File: src/rtl/cke_pkg.sv
package cke_pkg;
  localparam int ADDR_W = 2;
  typedef enum logic [ADDR_W-1:0] {
    A_RATE = 2'd0,
    A_KICK = 2'd1,
    A_STAT = 2'd2
  } reg_addr_e;
endpackage

File: src/rtl/cke_regs.sv
module cke_regs
  import cke_pkg::*;
#(
  parameter int FRAC_W    = 5,
  parameter int DATA_W    = 32,
  parameter int FIELD_LSB = 8,
  parameter int KICK_BIT  = 31
) (
  input  logic              clk,
  input  logic              rst,
  input  logic              wr,
  input  logic [ADDR_W-1:0] addr,
  input  logic [DATA_W-1:0] wdata,
  input  logic              apply,
  input  logic [FRAC_W-1:0] act_field,
  output logic [FRAC_W-1:0] stage_q,
  output logic              kick_q,
  output logic [DATA_W-1:0] rdata_q
);
  logic wr_rate, wr_kick;
  logic [DATA_W-1:0] rd_n;

  assign wr_rate = wr && (addr == A_RATE);
  assign wr_kick = wr && (addr == A_KICK) && wdata[KICK_BIT];

  // staged field: writes dropped while a kick is pending
  always_ff @(posedge clk) begin
    if (rst)                    stage_q <= '0;
    else if (wr_rate && !kick_q) stage_q <= wdata[FIELD_LSB +: FRAC_W];
  end

  // kick: completion has priority over a new request
  always_ff @(posedge clk) begin
    if (rst)          kick_q <= 1'b0;
    else if (apply)   kick_q <= 1'b0;
    else if (wr_kick) kick_q <= 1'b1;
  end

  always_comb begin
    rd_n = '0;
    case (addr)
      A_RATE:  rd_n[FIELD_LSB +: FRAC_W] = stage_q;
      A_KICK:  rd_n[KICK_BIT] = kick_q;
      A_STAT:  rd_n[FIELD_LSB +: FRAC_W] = act_field;
      default: rd_n = '0;
    endcase
  end

  always_ff @(posedge clk) begin
    if (rst) rdata_q <= '0;
    else     rdata_q <= rd_n;
  end
endmodule

File: src/rtl/cke_window.sv
module cke_window #(
  parameter int FRAC_W = 5
) (
  input  logic              clk,
  input  logic              rst,
  input  logic              kick,
  input  logic [FRAC_W-1:0] stage_field,
  output logic [FRAC_W-1:0] phase_q,
  output logic              apply,
  output logic [FRAC_W:0]   mul_q,
  output logic [FRAC_W-1:0] act_field
);
  localparam int MUL_W = FRAC_W + 1;
  localparam int WIN   = 1 << FRAC_W;
  localparam logic [FRAC_W-1:0] LAST = FRAC_W'(WIN - 1);

  logic [MUL_W-1:0] diff;

  assign apply     = kick && (phase_q == LAST);
  assign diff      = MUL_W'(WIN) - mul_q;
  assign act_field = diff[FRAC_W-1:0];

  always_ff @(posedge clk) begin
    if (rst) phase_q <= '0;
    else     phase_q <= phase_q + 1'b1;
  end

  always_ff @(posedge clk) begin
    if (rst)        mul_q <= MUL_W'(WIN);
    else if (apply) mul_q <= MUL_W'(WIN) - MUL_W'(stage_field);
  end
endmodule

File: src/rtl/cke_accum.sv
module cke_accum #(
  parameter int FRAC_W = 5
) (
  input  logic              clk,
  input  logic              rst,
  input  logic [FRAC_W:0]   mul,
  output logic [FRAC_W-1:0] acc_q,
  output logic              pulse_q
);
  localparam int SUM_W = FRAC_W + 2;
  localparam int WIN   = 1 << FRAC_W;

  logic [SUM_W-1:0] sum, left;
  logic             wrap;

  assign sum  = SUM_W'(acc_q) + SUM_W'(mul);
  assign wrap = sum >= SUM_W'(WIN);
  assign left = wrap ? sum - SUM_W'(WIN) : sum;

  always_ff @(posedge clk) begin
    if (rst) begin
      acc_q   <= '0;
      pulse_q <= 1'b0;
    end else begin
      acc_q   <= left[FRAC_W-1:0];
      pulse_q <= wrap;
    end
  end
endmodule

File: src/rtl/cke_frac.sv
module cke_frac
  import cke_pkg::*;
#(
  parameter int FRAC_W    = 5,
  parameter int DATA_W    = 32,
  parameter int FIELD_LSB = 8,
  parameter int KICK_BIT  = 31
) (
  input  logic              clk,
  input  logic              rst,
  input  logic              reg_wr,
  input  logic [1:0]        reg_addr,
  input  logic [DATA_W-1:0] reg_wdata,
  output logic [DATA_W-1:0] reg_rdata,
  output logic              clk_en,
  output logic              busy
);
  logic [FRAC_W-1:0] stage_w, phase_w, act_w, acc_w;
  logic [FRAC_W:0]   mul_w;
  logic              kick_w, apply_w;

  cke_regs #(.FRAC_W(FRAC_W), .DATA_W(DATA_W), .FIELD_LSB(FIELD_LSB),
             .KICK_BIT(KICK_BIT)) u_regs (
    .clk(clk), .rst(rst), .wr(reg_wr), .addr(reg_addr), .wdata(reg_wdata),
    .apply(apply_w), .act_field(act_w), .stage_q(stage_w), .kick_q(kick_w),
    .rdata_q(reg_rdata)
  );

  cke_window #(.FRAC_W(FRAC_W)) u_win (
    .clk(clk), .rst(rst), .kick(kick_w), .stage_field(stage_w),
    .phase_q(phase_w), .apply(apply_w), .mul_q(mul_w), .act_field(act_w)
  );

  cke_accum #(.FRAC_W(FRAC_W)) u_acc (
    .clk(clk), .rst(rst), .mul(mul_w), .acc_q(acc_w), .pulse_q(clk_en)
  );

  assign busy = kick_w;
endmodule

File: config.mk
export PLATFORM = sky130hd
export DESIGN_NAME = cke_frac
export DESIGN_NICKNAME = d
export VERILOG_FILES = /design/src/rtl/cke_pkg.sv /design/src/rtl/cke_regs.sv /design/src/rtl/cke_window.sv /design/src/rtl/cke_accum.sv /design/src/rtl/cke_frac.sv
export SDC_FILE = /design/constraint.sdc
export NUM_CORES = 1
export LEC_CHECK = 0
export BUFFER_PORTS_ARGS = -buffer_cell sky130_fd_sc_hd__buf_4
export CAP_MARGIN = 20
export CORE_MARGIN = 4
export CORE_UTILIZATION = 25
export DETAILED_ROUTE_END_ITERATION = 16
export GPL_ROUTABILITY_DRIVEN = 0
export PLACE_DENSITY = 0.52
export SYNTH_ARGS = -nofsm -noshare
export SYNTH_HDL_FRONTEND = slang
export SYNTH_SLANG_ARGS = --single-unit
File: constraint.sdc
create_clock -name clk -period 2.8 [get_ports clk]
set_input_delay 0 -clock clk [delete_from_list [all_inputs] [get_ports clk]]
set_output_delay 0 -clock clk [all_outputs]
set_load 0.03 [all_outputs]
==> results.yml, run 1 <==
timing:
  final-hold-violation-count: 0
  rsz0062_at_grt: "false"
  setup_viol: 0
  layout_min_cycle_time_ns: 1.722
  final.setup.tns_ns: 0
  fin_ws_ns: 1.078
  fin_crit_sh: 0.6150
  skew_ns: 0.005754
  fmax_ghz: 0.5808
  slew_viol_final: 0
route:
  ant_nets: 0
  drtPass1Iterations: 4
  drc: 0
  viasPerCell: 3.953
  drtIter0Drc: 36
  wl_um: 2586
  routedWlPerCell_um: 10.06
  vias: 1016
clock_tree:
  h-tree-depth: 2
  clock_latency_ns: 0.28
  clk_path_buf_depth: 2
  cts_resized: 0
  clk_pin_slew_ns: 0.07
  clock-sinks: 29
  cts_buffers: 5
  root_buffer: "clkbuf_8"
  cts-hold-fix-buffers: 7
  post_cts_buffers: 0
  tritoncts: "yes"
synth:
  synth.distinct_cells: 27
  ys.flop_type: "dfxtp_1"
  seq_area_frac_synth: 0.3880
  synthCells: 159
  syn_area_um2: 1496
  yosys.area.top_type: "dfxtp_1"
  syn_area_per_cell_um2: 9.412
  yosys_warnings: 0
  async_flop_share: 0
  synth_edf_count: 0
  yosysTopAreaCellShare: 0.3880
  synth_seq_cells: 29
  synth.area.top_cells: "dfxtp_1 (39%), buf_4 (13%), ha_1 (7.5%), mux2i_1 (6.0%), xnor2_1 (5.3%)"
global_routing:
  gr-total-overflow: 0
  grt_pass1_vias: 951
  grt_max_degree: 30
  antenna_found_initial: 0
  track_usage: 0.07947
  grt_pass1_wl_um: 4588
floorplan:
  coreArea_um2: 5642
  dieHeight_um: 85.37
  dieArea_um2: 7287
  die_w_um: 85.37
  num_rows: 27
  pin_count: 71
  start_util: 0.2652
setup_path:
  worstPathMaxFanout: 8
  r2r_cells: 6
  r2r_slack_ns: 1.08
  worstSetupPathType: "register to register"
  cp-end-kind: "register"
  startpoint_type: "register"
  worst_ep_arrival_time_ns: 1.88
  required_ns: 2.96
pwr:
  p_int_mw: 0.6250
  swShare: 0.2788
  sequentialPowerShare: 0.494
  power.switching_mw: 0.2416
  power.total_mw: 0.8666
  p_leak_nw: 0.7560
  vdd_ir_drop_max_mv: 0.2547
  pwr-share-clk: 0.382
  pwr_density_cell_nw_per_um2: 498.6
  p_comb_frac: 0.125
min_path:
  min_delay_path_depth: 2
  hp-class: "input port to register"
place:
  numPortBuffers: 18
  pre_cts_ws_ns: 1.075
  dpl.hpwl_um: 1924
  postPlaceCellArea_um2: 1582
finish:
  n_antenna_cell: 0
  fin_area_um2: 1738
  nets: 231
  syn2layout_area_growth_pct: 16.14
  layout-drive-gt1-share: 0.1514
run:
  drv_cap: 0
outcome:
  status: "finished, final reports clean"
-- Yosys cell counts, drive strengths merged (2+ instances only) --
| cell type | number |
|---|---|
| a21oi | 8 |
| nor2 | 17 |
| inv | 6 |
| nor2b | 4 |
| xor2 | 2 |
| mux2i | 9 |
| nor4bb | 2 |
| buf | 29 |
| nand3 | 6 |
| dfxtp | 29 |
| nand2 | 5 |
| nor3b | 2 |
| clkbuf | 3 |
| nor3 | 10 |
| ha | 9 |
| xnor2 | 9 |
-- per-stage QoR --
step	util	hold WS (ns)	instances
floorplan	-	0.1386	184
global placement	0.2803	0.2327	242
detailed placement	0.2803	0.2390	242
CTS	0.3081	0.07642	257
global route	0.3081	0.08838	257
finish	0.3081	0.07450	257
-- state kept, by name, summed over array words and instances (netlist names) --
register        flops
u_regs.rdata_q      6
u_regs.kick_q       1
u_regs.stage_q      5
u_win.phase_q       5
u_acc.pulse_q       1
u_win.mul_q         6
u_acc.acc_q         5
-- per-layer routing --
layer / vias to the layer above / global-route usage / wire (um)
li1: 525 / - / -
met4: 0 / 0.02590 / 34
met2: 29 / 0.1165 / 1181
met1: 458 / 0.1003 / 1181
met3: 4 / 0.04078 / 188
met5: - / 0 / 0
-- power groups by stage --
| stage | Clock (mW) | Sequential [mW] | Combinational [mW] |
|---|---|---|---|
| after floorplan | 0 | 0.438 | 0.109 |
| final | 0.331 | 0.428 | 0.108 |
| after CTS | 0.343 | 0.428 | 0.108 |
| after global placement | 0 | 0.437 | 0.0999 |
| after detailed placement | 0 | 0.437 | 0.100 |
| after global routing | 0.363 | 0.429 | 0.118 |
-- worst max-delay path: stages (launching register included) --
cell and delay [ns]:
dfxtp_1 0.33, ha_1 0.22, and3_1 0.15, ha_1 0.25, nand2_1 0.26, nor3_1 0.08
a221o_1 0.33
-- area by class of cell --
type | instances | area, um^2
Sequential cell | 29 | 580.6
Clock inverter | 3 | 17.52
Fill cell | 599 | 3904
Multi-Input combinational cell | 117 | 753.2
Tap cell | 72 | 90.09
Timing Repair Buffer | 25 | 205.2
Clock buffer | 5 | 68.82
Inverter | 6 | 22.52
-- cells by family after synthesis --
group	Yosys count	share of synthesized area
AO/OA/AOI/OAI	11	0.04265
other	1	0.002506
buffers and inverters	38	0.1714
XOR/XNOR	11	0.06439
multiplexers	10	0.06773
flip-flops	29	0.3880
AND/OR/NAND/NOR	49	0.1747
adder cells (fa/ha/maj)	10	0.08863
-- placed cells by master, fill, tap and decap left out, drive strengths merged --
cell / n
fa: 1
o22ai: 1
nor3: 10
ha: 9
nor2: 17
dlygate4sd3: 7
xnor2: 9
clkinvlp: 1
dfxtp: 29
nor2b: 4
a221o: 1
nand4b: 1
mux2i: 9
conb: 26
nand3: 6
nand2: 5
nor3b: 2
a21oi: 8
inv: 6
clkinv: 2
buf: 18
mux2: 1
nor4b: 1
xor2: 2
clkbuf: 5
nor4bb: 2
o21bai: 1
and3: 1
-- path summary, 6_finish.rpt --
| path | from | end |
|---|---|---|
| setup / recovery | u_win.phase_q[0]$_SDFF_PP0_ | u_win.mul_q[5]$_SDFFE_PP1P_ |
| setup reg to reg | u_win.phase_q[0]$_SDFF_PP0_ | u_win.mul_q[5]$_SDFFE_PP1P_ |
| hold reg to reg | u_win.phase_q[0]$_SDFF_PP0_ | u_win.phase_q[0]$_SDFF_PP0_ |
| hold / removal | rst | u_win.phase_q[0]$_SDFF_PP0_ |
Note: power is estimated with default switching activity, not from simulation.
==> run 2, diff against run 1 <==
- PLACE_DENSITY: 0.52 -> 0.54
- clock period: 2.8 -> 1.57 ns (I/O delays scaled with it)
==> run 2 against run 1 <==
Clock power increased by 81%. Sequential share of layout area decreased by 1.7 points. Setup slack got worse by 0.99 ns. Combinational power increased by 78%. Via count increased by 2.1%. Global-route usage about the same. Flip-flop and latch count unchanged. Power increased by 79%. Critical path depth unchanged. First-iteration DRC count decreased by 14%. Critical path type unchanged. Highest routed layer unchanged.
==> results.yml, run 2 (synthesis gave the netlist of run 1 again) <==
route:
  wl_um: 2597
  drtIter0Drc: 31
  drc: 0
  viasPerCell: 3.928
  drtPass1Iterations: 4
  ant_nets: 0
  vias: 1037
  routedWlPerCell_um: 9.837
clock_tree:
  tritoncts: "yes"
  post_cts_buffers: 0
  clock_latency_ns: 0.27
  h-tree-depth: 2
  clock-sinks: 29
  root_buffer: "clkbuf_8"
  clk_path_buf_depth: 2
  cts_buffers: 5
  clk_pin_slew_ns: 0.06
finish:
  layout-drive-gt1-share: 0.2188
  top_regs: "u_regs.rdata_q x6, u_win.mul_q x6"
  post-route-util: 0.3253
  final_cell_mix: "dfxtp_1 (28), buf_4 (27), conb_1 (26)"
  n_antenna_cell: 0
  nets: 239
  final_common_cell: "dfxtp_1"
  stdcell_count: 264
  fin_area_um2: 1836
  n_fill_cell: 589
  syn2layout_area_growth_pct: 22.66
global_routing:
  grt_max_degree: 30
  grt_pass1_wl_um: 4595
  gr-total-overflow: 0
  antenna_found_initial: 0
  grt_pass1_vias: 1032
  track_usage: 0.07997
min_path:
  hp-start: "reg_addr[1]"
  hold_end: "u_regs.rdata_q[31]$_SDFF_PP0_"
  hp-class: "input port to register"
  min_delay_path_depth: 2
place:
  numPortBuffers: 18
  dpl.hpwl_um: 1871
  postPlaceCellArea_um2: 1649
  dp.cells: 251
setup_path:
  worstPathMaxFanout: 6
  r2r_slack_ns: 0.09
  worst_ep_arrival_time_ns: 1.64
  r2r_cells: 6
  worstSetupPathType: "register to register"
  worstReg2RegEnd: "u_win.mul_q[5]$_SDFFE_PP1P_"
  required_ns: 1.73
  cp-end-kind: "register"
  r2r-start: "u_win.phase_q[0]$_SDFF_PP0_"
  startpoint_type: "register"
timing:
  final-hold-violation-count: 0
  layout_min_cycle_time_ns: 1.482
  rsz0062_at_grt: "true"
  setup_viol: 0
  whs_ns: 0.008707
  slew_viol_final: 0
  fin_crit_sh: 0.9442
  fmax_ghz: 0.6746
  skew_ns: 0.002331
pwr:
  p_leak_nw: 0.7886
  pwr_density_cell_nw_per_um2: 846.2
  power.total_mw: 1.553
  vdd_ir_drop_max_mv: 0.3463
floorplan:
  dieHeight_um: 85.37
  pin_count: 71
  dieArea_um2: 7287
  num_rows: 27
  coreArea_um2: 5642
  start_util: 0.2652
  die_w_um: 85.37
outcome:
  status: "finished, final reports clean"
run:
  drv_cap: 0
-- run 2: cell count changes in the layout (fill, tap and decap cells not counted), moves of 2 or more --
cell      change
buf_4         +9
ha_4          +2
clkinv_2      -2
ha_1          -3
-- run 2: worst max-delay path by stage --
stage,from,end,cells after the start
global placement,u_win.mul_q[0]$_SDFFE_PP0P_,u_acc.pulse_q$_SDFF_PP0_,6
global route,u_win.mul_q[0]$_SDFFE_PP0P_,u_acc.pulse_q$_SDFF_PP0_,6
CTS,u_win.phase_q[0]$_SDFF_PP0_,u_win.mul_q[5]$_SDFFE_PP1P_,6
detailed placement,u_win.mul_q[0]$_SDFFE_PP0P_,u_acc.pulse_q$_SDFF_PP0_,6
finish,u_win.phase_q[0]$_SDFF_PP0_,u_win.mul_q[5]$_SDFFE_PP1P_,6
floorplan,u_win.phase_q[0]$_SDFF_PP0_,u_win.mul_q[5]$_SDFFE_PP1P_,6
-- run 2: what timing repair did --
action                                 CTS  global route
hold buffers                             6             0
setup endpoints to repair                1             4
resized for setup                        1             6
pin swaps                                1             2
endpoints found under the hold margin   10             0
-- run 2: critical path: stages, from the launching register on --
cell	delay [ns]
dfxtp_1	0.32
ha_1	0.20
and3_1	0.15
ha_1	0.20
nand2_2	0.13
nor3_1	0.06
a221o_1	0.31
-- run 2: layer usage --
layer / up-vias / wire length [um] / GRT usage
li1: 540 / - / -
met3: 7 / 196 / 0.02913
met1: 462 / 1169 / 0.09488
met4: 0 / 64 / 0.04748
met5: - / 0 / 0
met2: 28 / 1167 / 0.1229
-- run 2: metrics by stage --
stage / setup slack [ns] / setup TNS (ns)
global placement: 0.008759 / 0
floorplan: 0.02942 / 0
finish: 0.08757 / 0
global route: -0.006072 / -0.006072
CTS: 0.01689 / 0
detailed placement: 0.01437 / 0
-- run 2: layout make-up --
cell class / count / area, um^2 / share of cell area
Multi-Input combinational cell: 117 / 792.0 / 0.4315
Sequential cell: 29 / 581.8 / 0.3170
Tap cell: 72 / 90.09 / 0.04908
Clock buffer: 7 / 86.33 / 0.04703
Inverter: 6 / 22.52 / 0.01227
Timing Repair Buffer: 33 / 262.8 / 0.1431
-- run 2: power by group --
| part | switching, mW | total (mW) | leakage, nW | internal [mW] |
|---|---|---|---|---|
| sequential | 0.0130 | 0.764 | 0.236 | 0.751 |
| clock | 0.251 | 0.598 | 0.0443 | 0.347 |
| combinational | 0.132 | 0.192 | 0.509 | 0.0594 |
==> run 3, diff against run 2 <==
- ABC_AREA: not set -> 1
- CTS_BUF_LIST: not set -> sky130_fd_sc_hd__clkbuf_4 sky130_fd_sc_hd__clkbuf_8 sky130_fd_sc_hd__clkbuf_16
- PLACE_DENSITY: 0.54 -> 0.48
==> run 3 against run 2 <==
Core utilization shrank 2.6 points. Combinational power up 5%. Area after synthesis up 2.9%. Sequential power about the same. Largest cell class unchanged.
==> results.yml, run 3 <==
synth:
  syn_area_per_cell_um2: 7.740
  yosys.area.top_type: "dfxtp_1"
  synth.area.top_cells: "dfxtp_1 (38%), buf_4 (13%), ha_1 (7.3%), nand2_1 (6.8%), a21oi_1 (5.8%)"
  seq_area_frac_synth: 0.3769
  syn_area_um2: 1540
  synth_edf_count: 0
  yosys.cell_count.top_type: "dfxtp_1"
  ys.flop_type: "dfxtp_1"
  yosysTopAreaCellShare: 0.3769
  yosys_warnings: 0
  async_flop_share: 0
  synthCells: 199
  yosys-top-cells-count: "dfxtp_1 (29), nand2_1 (28), buf_4 (26), nor2_1 (24), inv_1 (23)"
  synth_seq_cells: 29
  synth.distinct_cells: 27
place:
  postPlaceCellArea_um2: 1652
  dpl.hpwl_um: 2180
  numPortBuffers: 18
route:
  ant_nets: 0
  wl_um: 2826
  drtPass1Iterations: 4
  drtIter0Drc: 40
  drc: 0
  routedWlPerCell_um: 9.452
  viasPerCell: 3.789
  vias: 1133
run:
  drv_cap: 0
finish:
  top_regs: "u_regs.rdata_q x6, u_win.mul_q x6"
  fin_area_um2: 1784
  n_antenna_cell: 0
  syn2layout_area_growth_pct: 15.84
  final_cell_mix: "nand2_1 (28), dfxtp_1 (28), conb_1 (26)"
  layout-drive-gt1-share: 0.1696
  n_fill_cell: 647
  nets: 271
timing:
  fmax_ghz: 0.6702
  setup_viol: 0
  skew_ns: 0.003334
  rsz0062_at_grt: "false"
  slew_viol_final: 0
  final-hold-violation-count: 0
  fin_crit_sh: 0.9503
  layout_min_cycle_time_ns: 1.492
  final.setup.tns_ns: 0
floorplan:
  pin_count: 71
  dieHeight_um: 86.49
  num_rows: 28
  start_util: 0.2586
  dieArea_um2: 7481
  die_w_um: 86.49
  coreArea_um2: 5956
global_routing:
  grt_pass1_wl_um: 4719
  grt_max_degree: 16
  antenna_found_initial: 0
  gr-total-overflow: 0
  track_usage: 0.08142
  grt_pass1_vias: 1043
pwr:
  p_comb_frac: 0.127
  p_int_mw: 1.170
  pwr-share-clk: 0.392
  vdd_ir_drop_max_mv: 0.4267
  pwr_density_cell_nw_per_um2: 892.8
  power.switching_mw: 0.4229
  sequentialPowerShare: 0.482
  p_leak_nw: 0.8638
  swShare: 0.2655
clock_tree:
  clk_pin_slew_ns: 0.06
  post_cts_buffers: 0
  h-tree-depth: 2
  tritoncts: "yes"
  cts_buffers: 5
  clk_path_buf_depth: 2
  clock_latency_ns: 0.28
  clock-sinks: 29
  root_buffer: "clkbuf_8"
min_path:
  hp-class: "input port to register"
outcome:
  status: "finished, final reports clean"
setup_path:
  cp-end-kind: "register"
  worstSetupPathType: "register to register"
  crit_top_cell: "nor2_1"
  worst_ep_arrival_time_ns: 1.67
  startpoint_type: "register"
  path_buf_inv: 1
  slowest_stage: "fa_1"
  max_stage_delay_ns: 0.38
  cp_cell_sequence: "ha_1 -> fa_1 -> inv_2 -> nor2_1 -> o21a_1 -> nor2_1 -> nor2_1"
  worstPathMaxFanout: 3
  cp_top_family: "adder cells"
  required_ns: 1.74
[run 3: cell count changes after synthesis, moves of 3 or more]
cell	previous run	this run
nand2_1	5	28
inv_1	6	23
o21ai_0	0	12
a21oi_1	8	18
mux2i_1	9	0
xnor2_1	9	0
nor3_1	10	2
nor2_1	17	24
nor2b_1	4	0
clkbuf_1	3	0
[run 3: final cells by class]
class,instances,area [um^2],share of cell area
Timing Repair Buffer,21,165.2,0.09257
Inverter,25,96.34,0.05400
Tap cell,75,93.84,0.05259
Multi-Input combinational cell,142,757.0,0.4243
Clock buffer,7,90.09,0.05049
Sequential cell,29,581.8,0.3261
[run 3: kinds of logic after synthesis]
family | after synthesis | synth area share
AO/OA/AOI/OAI | 33 | 0.1137
XOR/XNOR | 3 | 0.01706
adder cells (fa/ha/maj) | 10 | 0.08611
buffers and inverters | 53 | 0.1990
flip-flops | 29 | 0.3769
other | 1 | 0.002435
AND/OR/NAND/NOR | 70 | 0.2047
[run 3: path summary, 6_finish.rpt]
kind / slack, ns / to / cells after the start / startpoint
min reg2reg: 0.42 / u_win.phase_q[0]$_SDFF_PP0_ / 1 / u_win.phase_q[0]$_SDFF_PP0_
max reg2reg: 0.08 / u_acc.pulse_q$_SDFF_PP0_ / 7 / u_win.mul_q[0]$_SDFFE_PP0P_
max: 0.08 / u_acc.pulse_q$_SDFF_PP0_ / 7 / u_win.mul_q[0]$_SDFFE_PP0P_
min: 0.006 / u_regs.stage_q[1]$_SDFFE_PP0P_ / 3 / reg_wdata[9]
[run 3: routing by layer]
| layer | global-route usage | vias to the layer above | share of wire |
|---|---|---|---|
| met4 | 0.03399 | 0 | 0.020 |
| li1 | - | 631 | - |
| met2 | 0.1147 | 30 | 0.42 |
| met5 | 0 | - | 0 |
| met3 | 0.03802 | 5 | 0.073 |
| met1 | 0.1063 | 467 | 0.48 |
[run 3: power groups by stage]
stage               Clock (mW)  Combinational (mW)  Sequential, mW
global route             0.687               0.220           0.770
global placement             0               0.195           0.782
finish                   0.624               0.202           0.767
detailed placement           0               0.196           0.782
floorplan                    0               0.197           0.787
CTS                      0.657               0.202           0.766
[run 3: timing repair]
item	CTS	global route
hold endpoints to repair	3	0
resized for setup	0	6
endpoints found under the setup margin	0	5
hold buffers	3	0
[run 3: tightest hold or removal path, delay by kind of cell]
family,cells,cell delay (ns)
AOI/OAI and AO/OA,2,0.17
buffers and inverters,1,0.08
[run 3: per-stage QoR]
| step | power, mW | instances | utilization | hold slack, ns | setup WS [ns] |
|---|---|---|---|---|---|
| floorplan | 0.9838 | 224 | - | 0.06972 | 0.1725 |
| global placement | 0.9772 | 289 | 0.2773 | 0.2559 | 0.05019 |
| detailed placement | 0.9781 | 289 | 0.2773 | 0.2547 | 0.07291 |
| CTS | 1.625 | 299 | 0.2975 | 0.0002315 | 0.06079 |
| global route | 1.678 | 299 | 0.2996 | 0.02179 | 0.004490 |
| finish | 1.593 | 299 | 0.2996 | 0.005626 | 0.07798 |
